==> config.mk <==
export PLATFORM = sky130hd
export DESIGN_NAME = pcs_nibble_codec
export DESIGN_NICKNAME = d
export VERILOG_FILES = /design/src/rtl/pcs_codec_pkg.sv /design/src/rtl/pcs_tx_encoder.sv /design/src/rtl/pcs_rx_decoder.sv /design/src/rtl/pcs_nibble_codec.sv
export SDC_FILE = /design/constraint.sdc
export NUM_CORES = 1
export LEC_CHECK = 0
export BUFFER_PORTS_ARGS = -buffer_cell sky130_fd_sc_hd__buf_2
export CAP_MARGIN = 0
export CORE_MARGIN = 2
export CORE_UTILIZATION = 50
export CTS_BUF_LIST = sky130_fd_sc_hd__clkbuf_16
export CTS_CLUSTER_SIZE = 10
export DETAILED_ROUTE_END_ITERATION = 8
export PLACE_DENSITY = 0.72
export RECOVER_POWER = 25
export SLEW_MARGIN = 10
export SYNTH_ARGS = -nofsm -noshare
export SYNTH_HDL_FRONTEND = slang
export SYNTH_SLANG_ARGS = --single-unit
==> constraint.sdc <==
create_clock -name clk -period 1.9 [get_ports clk]
set_input_delay 0.19 -clock clk [delete_from_list [all_inputs] [get_ports clk]]
set_output_delay 0.19 -clock clk [all_outputs]
set_load 0.02 [all_outputs]
==> src/rtl/pcs_codec_pkg.sv <==
package pcs_codec_pkg;
   localparam int unsigned CG_W = 5;
   localparam int unsigned NB_W = 4;

   localparam logic [CG_W-1:0] CG_IDLE = 5'b11111;
   localparam logic [CG_W-1:0] CG_J    = 5'b11000;
   localparam logic [CG_W-1:0] CG_K    = 5'b10001;
   localparam logic [CG_W-1:0] CG_T    = 5'b01101;
   localparam logic [CG_W-1:0] CG_R    = 5'b00111;
   localparam logic [CG_W-1:0] CG_H    = 5'b00100;

   typedef enum logic [1:0] {TXS_IDLE, TXS_K, TXS_DATA, TXS_R} tx_state_t;
   typedef enum logic [1:0] {RXS_IDLE, RXS_PRE2, RXS_FRAME} rx_state_t;

   function automatic logic [CG_W-1:0] data_code(input logic [NB_W-1:0] nib);
      logic [CG_W-1:0] c;
      case (nib)
         4'h0: c = 5'b11110;  4'h1: c = 5'b01001;
         4'h2: c = 5'b10100;  4'h3: c = 5'b10101;
         4'h4: c = 5'b01010;  4'h5: c = 5'b01011;
         4'h6: c = 5'b01110;  4'h7: c = 5'b01111;
         4'h8: c = 5'b10010;  4'h9: c = 5'b10011;
         4'hA: c = 5'b10110;  4'hB: c = 5'b10111;
         4'hC: c = 5'b11010;  4'hD: c = 5'b11011;
         4'hE: c = 5'b11100;  default: c = 5'b11101;
      endcase
      return c;
   endfunction

   // {hit, nibble}: hit is set when the group is one of the sixteen data groups
   function automatic logic [NB_W:0] data_decode(input logic [CG_W-1:0] cg);
      logic [NB_W:0] r;
      r = '0;
      for (int n = 0; n < 16; n++) begin
         if (data_code(NB_W'(n)) == cg) r = {1'b1, NB_W'(n)};
      end
      return r;
   endfunction
endpackage

==> src/rtl/pcs_tx_encoder.sv <==
module pcs_tx_encoder
   import pcs_codec_pkg::*;
#(
   parameter int unsigned NIB_W = 4,
   parameter int unsigned SYM_W = 5
) (
   input  logic             clk,
   input  logic             rst_n,
   input  logic             tx_en,
   input  logic             tx_er,
   input  logic [NIB_W-1:0] txd,
   output logic [SYM_W-1:0] tx_sym
);
   localparam int unsigned LUT_N = 1 << NIB_W;

   logic [SYM_W-1:0] code_lut [LUT_N];
   for (genvar n = 0; n < LUT_N; n++) begin : g_lut
      assign code_lut[n] = data_code(NIB_W'(n));
   end

   tx_state_t        st_q, st_d;
   logic [SYM_W-1:0] sym_d;

   always_comb begin
      st_d  = st_q;
      sym_d = CG_IDLE;
      unique case (st_q)
         TXS_IDLE: if (tx_en) begin
            sym_d = CG_J;
            st_d  = TXS_K;
         end
         TXS_K: begin
            sym_d = CG_K;
            st_d  = TXS_DATA;
         end
         TXS_DATA: if (!tx_en) begin
            sym_d = CG_T;
            st_d  = TXS_R;
         end else begin
            sym_d = tx_er ? CG_H : code_lut[txd];
         end
         default: begin
            sym_d = CG_R;
            st_d  = TXS_IDLE;
         end
      endcase
   end

   always_ff @(posedge clk or negedge rst_n) begin
      if (!rst_n) begin
         st_q   <= TXS_IDLE;
         tx_sym <= CG_IDLE;
      end else begin
         st_q   <= st_d;
         tx_sym <= sym_d;
      end
   end

   AST_K_FOLLOWS_J: assert property (@(posedge clk) disable iff (!rst_n)
      tx_sym == CG_J |=> tx_sym == CG_K);
   AST_R_FOLLOWS_T: assert property (@(posedge clk) disable iff (!rst_n)
      tx_sym == CG_T |=> tx_sym == CG_R);
   AST_IDLE_STAYS: assert property (@(posedge clk) disable iff (!rst_n)
      (tx_sym == CG_IDLE && !tx_en) |=> tx_sym == CG_IDLE);
   AST_ERR_SENDS_H: assert property (@(posedge clk) disable iff (!rst_n)
      (tx_en && tx_er && (tx_sym == CG_K || tx_sym == CG_H || data_decode(tx_sym)[NIB_W]))
      |=> tx_sym == CG_H);
endmodule

==> src/rtl/pcs_rx_decoder.sv <==
module pcs_rx_decoder
   import pcs_codec_pkg::*;
#(
   parameter int unsigned NIB_W   = 4,
   parameter int unsigned SYM_W   = 5,
   parameter logic [3:0]  ERR_NIB = 4'b1110,
   parameter logic [3:0]  PRE_NIB = 4'b0101
) (
   input  logic             clk,
   input  logic             rst_n,
   input  logic [SYM_W-1:0] rx_sym,
   output logic [NIB_W-1:0] rxd,
   output logic             rx_dv,
   output logic             rx_er,
   output logic             crs
);
   rx_state_t        st_q, st_d;
   logic [SYM_W-1:0] held_q;
   logic [NIB_W:0]   dec;
   logic [NIB_W-1:0] rxd_d;
   logic             dv_d, er_d, crs_d;

   assign dec = data_decode(held_q);

   always_comb begin
      st_d  = st_q;
      rxd_d = '0;
      dv_d  = 1'b0;
      er_d  = 1'b0;
      crs_d = 1'b0;
      unique case (st_q)
         RXS_IDLE: if (held_q == CG_J) begin
            crs_d = 1'b1;
            if (rx_sym == CG_K) begin
               dv_d  = 1'b1;
               rxd_d = PRE_NIB;
               st_d  = RXS_PRE2;
            end
         end
         RXS_PRE2: begin
            crs_d = 1'b1;
            dv_d  = 1'b1;
            rxd_d = PRE_NIB;
            st_d  = RXS_FRAME;
         end
         default: begin
            if (held_q == CG_T && rx_sym == CG_R) begin
               st_d = RXS_IDLE;
            end else if (held_q == CG_IDLE) begin
               dv_d  = 1'b1;
               er_d  = 1'b1;
               rxd_d = ERR_NIB;
               st_d  = RXS_IDLE;
            end else if (dec[NIB_W]) begin
               crs_d = 1'b1;
               dv_d  = 1'b1;
               rxd_d = dec[NIB_W-1:0];
            end else begin
               crs_d = 1'b1;
               dv_d  = 1'b1;
               er_d  = 1'b1;
               rxd_d = ERR_NIB;
            end
         end
      endcase
   end

   always_ff @(posedge clk or negedge rst_n) begin
      if (!rst_n) begin
         st_q   <= RXS_IDLE;
         held_q <= CG_IDLE;
         rxd    <= '0;
         rx_dv  <= 1'b0;
         rx_er  <= 1'b0;
         crs    <= 1'b0;
      end else begin
         st_q   <= st_d;
         held_q <= rx_sym;
         rxd    <= rxd_d;
         rx_dv  <= dv_d;
         rx_er  <= er_d;
         crs    <= crs_d;
      end
   end

   AST_ERR_CODE: assert property (@(posedge clk) disable iff (!rst_n)
      rx_er |-> (rxd == ERR_NIB && rx_dv));
   AST_DV_OPENS_PRE: assert property (@(posedge clk) disable iff (!rst_n)
      $rose(rx_dv) |-> (rxd == PRE_NIB && crs));
   AST_DV_HAS_CRS: assert property (@(posedge clk) disable iff (!rst_n)
      (rx_dv && !rx_er) |-> crs);
   AST_PREMATURE_CLOSES: assert property (@(posedge clk) disable iff (!rst_n)
      (rx_er && !crs) |=> !rx_dv);
endmodule

==> src/rtl/pcs_nibble_codec.sv <==
module pcs_nibble_codec #(
   parameter int unsigned NIB_W   = 4,
   parameter int unsigned SYM_W   = 5,
   parameter logic [3:0]  ERR_NIB = 4'b1110,
   parameter logic [3:0]  PRE_NIB = 4'b0101
) (
   input  logic             clk,
   input  logic             rst_n,
   input  logic             tx_en,
   input  logic             tx_er,
   input  logic [NIB_W-1:0] txd,
   output logic [SYM_W-1:0] tx_sym,
   input  logic [SYM_W-1:0] rx_sym,
   output logic [NIB_W-1:0] rxd,
   output logic             rx_dv,
   output logic             rx_er,
   output logic             crs
);
   if (NIB_W != 4) begin : g_bad_nib
      $error("pcs_nibble_codec: NIB_W must be 4");
   end
   if (SYM_W != NIB_W + 1) begin : g_bad_sym
      $error("pcs_nibble_codec: SYM_W must be NIB_W+1");
   end

   pcs_tx_encoder #(.NIB_W(NIB_W), .SYM_W(SYM_W)) u_tx (
      .clk(clk), .rst_n(rst_n), .tx_en(tx_en), .tx_er(tx_er),
      .txd(txd), .tx_sym(tx_sym));

   pcs_rx_decoder #(.NIB_W(NIB_W), .SYM_W(SYM_W),
                    .ERR_NIB(ERR_NIB), .PRE_NIB(PRE_NIB)) u_rx (
      .clk(clk), .rst_n(rst_n), .rx_sym(rx_sym), .rxd(rxd),
      .rx_dv(rx_dv), .rx_er(rx_er), .crs(crs));
endmodule

==> impl_metrics.env <==
export IMPL_async_reset_ff_frac=1.00
export IMPL_port_buffers=24
export IMPL_start_util=0.530
export IMPL_vias=827
export IMPL_clk_latency_ps=250
export IMPL_power_density_mw_per_mm2=1250
export IMPL_hold_start="rx_sym[3]"
export IMPL_hold_buffers=1
export IMPL_synth_cell_types=36
export IMPL_final_nets=144
export IMPL_fillCellCount=155
export IMPL_place_congestion=0.864
export IMPL_synthesis_nets=117
export IMPL_overflow=0
export IMPL_avgSynthCellArea_um2=10.5
export IMPL_tns_ps=0
export IMPL_antenna_found_initial=0
export IMPL_finalCritPeriodShare=0.846
export IMPL_cpPeakStageDelay_ps=600
export IMPL_grt_max_degree=22
export IMPL_grtUsageMet2=0.291
export IMPL_end_kind="flop"
export IMPL_drv_cap=0
export IMPL_stdcell_count=153
export IMPL_grt_use_met3=0.0273
export IMPL_die_w_um=49.8
export IMPL_tightest_slew_ps=1070
export IMPL_outcome="complete, no violations"
export IMPL_area_delta_synth_final_pct=21.0
export IMPL_clock_sinks=21
export IMPL_fp_row_count=16
export IMPL_met1_usage=0.238
export IMPL_fmax_mhz=622
export IMPL_grt_util_all_layers=0.176
export IMPL_worstReg2RegStart="u_rx.held_q[3]"
export IMPL_synth_largest_area_cell="dfrtp_1"
export IMPL_num_antenna_cells=0
export IMPL_ioPinCount=25
export IMPL_crit_fanout=9
export IMPL_wl_per_cell_um=12.2
export IMPL_hold_class="primary input to flop"
export IMPL_syn_area_mm2=0.00105
export IMPL_path_cells="nand2_2 > o41ai_4 > a31o_2 > nand3_1"
export IMPL_crit_required_ps=2030
export IMPL_die_area_mm2=0.00248
export IMPL_clk_pin_slew_ps=50
export IMPL_cts_resized=0
export IMPL_ys_ff_latch=21
export IMPL_grt_pass1_vias=765
export IMPL_cts_buffer_depth=2
export IMPL_antenna_left=0
export IMPL_hold_violations=0
export IMPL_hold_path_depth=1
export IMPL_whs_endpoint="u_rx.held_q[3]"
export IMPL_critPathSlowestCell="dfstp_2"
export IMPL_dr_pass1_iters=4
export IMPL_synthTopCellsByArea="dfrtp_1, dfstp_2, ha_1"
export IMPL_via_per_inst=5.41
export IMPL_max_slew_margin=0.288
export IMPL_maxSlewViolCount=0
export IMPL_core_area_mm2=0.00198
export IMPL_htreeDepth=1
export IMPL_worst_slack_ps=292
export IMPL_yosysTopAreaCellShare=0.262
export IMPL_cp_start_kind="flop"
export IMPL_skew_ps=2.63
export IMPL_place_ws_ps=308
export IMPL_synth_edf_count=0
export IMPL_dp_final_hpwl_mm=1.38
export IMPL_clockRootBuffer="clkbuf_16"
export IMPL_fin_crit_ps=1610
export IMPL_power_total_w=0.00159
export IMPL_ff2ff_setup_slack_ps=290
export IMPL_ir_drop_v=0.00114
export IMPL_placed_cells=148
export IMPL_drive_gt1_frac=0.302
export IMPL_cts_setup_buffers=0
export IMPL_ys_flop_type="dfrtp_1"
export IMPL_drc_errors=0
export IMPL_ys_warnings_count=0
export IMPL_syn_inst=100
export IMPL_path_class="flop to flop"
export IMPL_setup_violations_final=0
export IMPL_first_iter_violations=27
export IMPL_worst_ep_arrival_time_ps=1730
export IMPL_cts_tree="built"
export IMPL_rsz0062_at_grt="no"
export IMPL_cts_made_buffers=3
export IMPL_power_leakage_nw=0.599
export IMPL_die_y_um=49.8
export IMPL_ys_seq_area_frac=0.512
export IMPL_r2r_end="u_rx.crs"
export IMPL_routed_wl_mm=1.87
export IMPL_busiest_layer="met2"
export IMPL_reg2reg_depth=4
export IMPL_grt_pass1_wl_mm=3.37
## layer usage
layer  routed length, µm  vias up  part of all wire
met5                   0        -                 0
met4                  13        0            0.0070
met3                 100        2             0.053
met2                 855       27              0.46
met1                 901      384              0.48
li1                    -      414                 -
## area by class of cell
cell class | instances | area, µm² | area share
tap | 27 | 33.8 | 0.0266
clock inverter | 1 | 3.75 | 0.00295
multi-input combinational | 69 | 472 | 0.371
sequential | 21 | 538 | 0.423
timing repair buffer | 25 | 123 | 0.0965
inverter | 7 | 26.3 | 0.0207
clock buffer | 3 | 75.1 | 0.0591
## synthesized netlist by cell type, types with 3 or more instances
cell / number
ha_1: 4
nor3_1: 4
o21ai_0: 9
dfstp_2: 10
nand3_1: 4
inv_1: 6
nor2_1: 5
nand3b_1: 3
dfrtp_1: 11
nand2b_1: 3
nand2_1: 5
nor4b_1: 3
a21oi_1: 6
## how the worst max path moves through the flow
stage                         startpoint           to  slack, ps
final                     u_rx.held_q[3]     u_rx.crs        290
after global routing      u_rx.held_q[2]     u_rx.crs        220
after CTS                 u_rx.held_q[2]     u_rx.crs        300
after detailed placement  u_rx.held_q[2]     u_rx.crs        310
after global placement    u_rx.held_q[3]  u_rx.rxd[0]        350
after floorplan           u_rx.held_q[0]  u_rx.rxd[0]        420
## registers in the layout (all words and copies together) (netlist names)
register and count:
u_rx.crs 1, u_tx.st_q 2, u_rx.held_q 5, u_rx.rx_dv 1, u_rx.rx_er 1, u_rx.rxd 4, u_tx.tx_sym 5, u_rx.st_q 2
## through the flow
| stage | utilization | hold slack (ps) | cell area [µm²] |
|---|---|---|---|
| 2_1_floorplan | - | -106 | 1050 |
| 5_1_grt | 0.641 | 36.9 | 1270 |
| 4_1_cts | 0.645 | 51.3 | 1280 |
| 3_5_place_dp | 0.600 | 160 | 1190 |
| 3_3_place_gp | 0.600 | 159 | 1190 |
| 6_report | 0.641 | 41.1 | 1270 |
## report_power, final
group,internal (W),switching [W]
sequential,0.000600,0.0000510
combinational,0.000203,0.000318
clock,0.000280,0.000143
## cells by family (layout without fill, tap and decap cells)
family	Yosys count	count (layout)	share of synthesized area
fa+ha+maj	4	4	0.0476
buf+inv	10	36	0.0393
mux	1	1	0.00952
flops	21	21	0.512
simple gates	35	35	0.195
compound gates	29	29	0.196
## critical path: cells and delay by family (launching register included)
family | cells | cell delay (ps)
flip-flops | 1 | 600
AO/OA/AOI/OAI | 2 | 730
AND/OR/NAND/NOR | 2 | 150
## placed cells by master (no fill, tap or decap), types with 3 or more instances in the layout
cell	Yosys	final
a21oi_1	6	6
buf_2	2	18
clkbuf_1	0	6
clkbuf_16	0	3
dfrtp_1	11	11
dfstp_2	10	10
ha_1	4	4
inv_1	6	7
nand2_1	5	5
nand2b_1	3	3
nand3_1	4	4
nand3b_1	3	3
nor2_1	5	5
nor3_1	4	4
nor4b_1	3	3
o21ai_0	9	9
(Power assumes the default switching activity.)
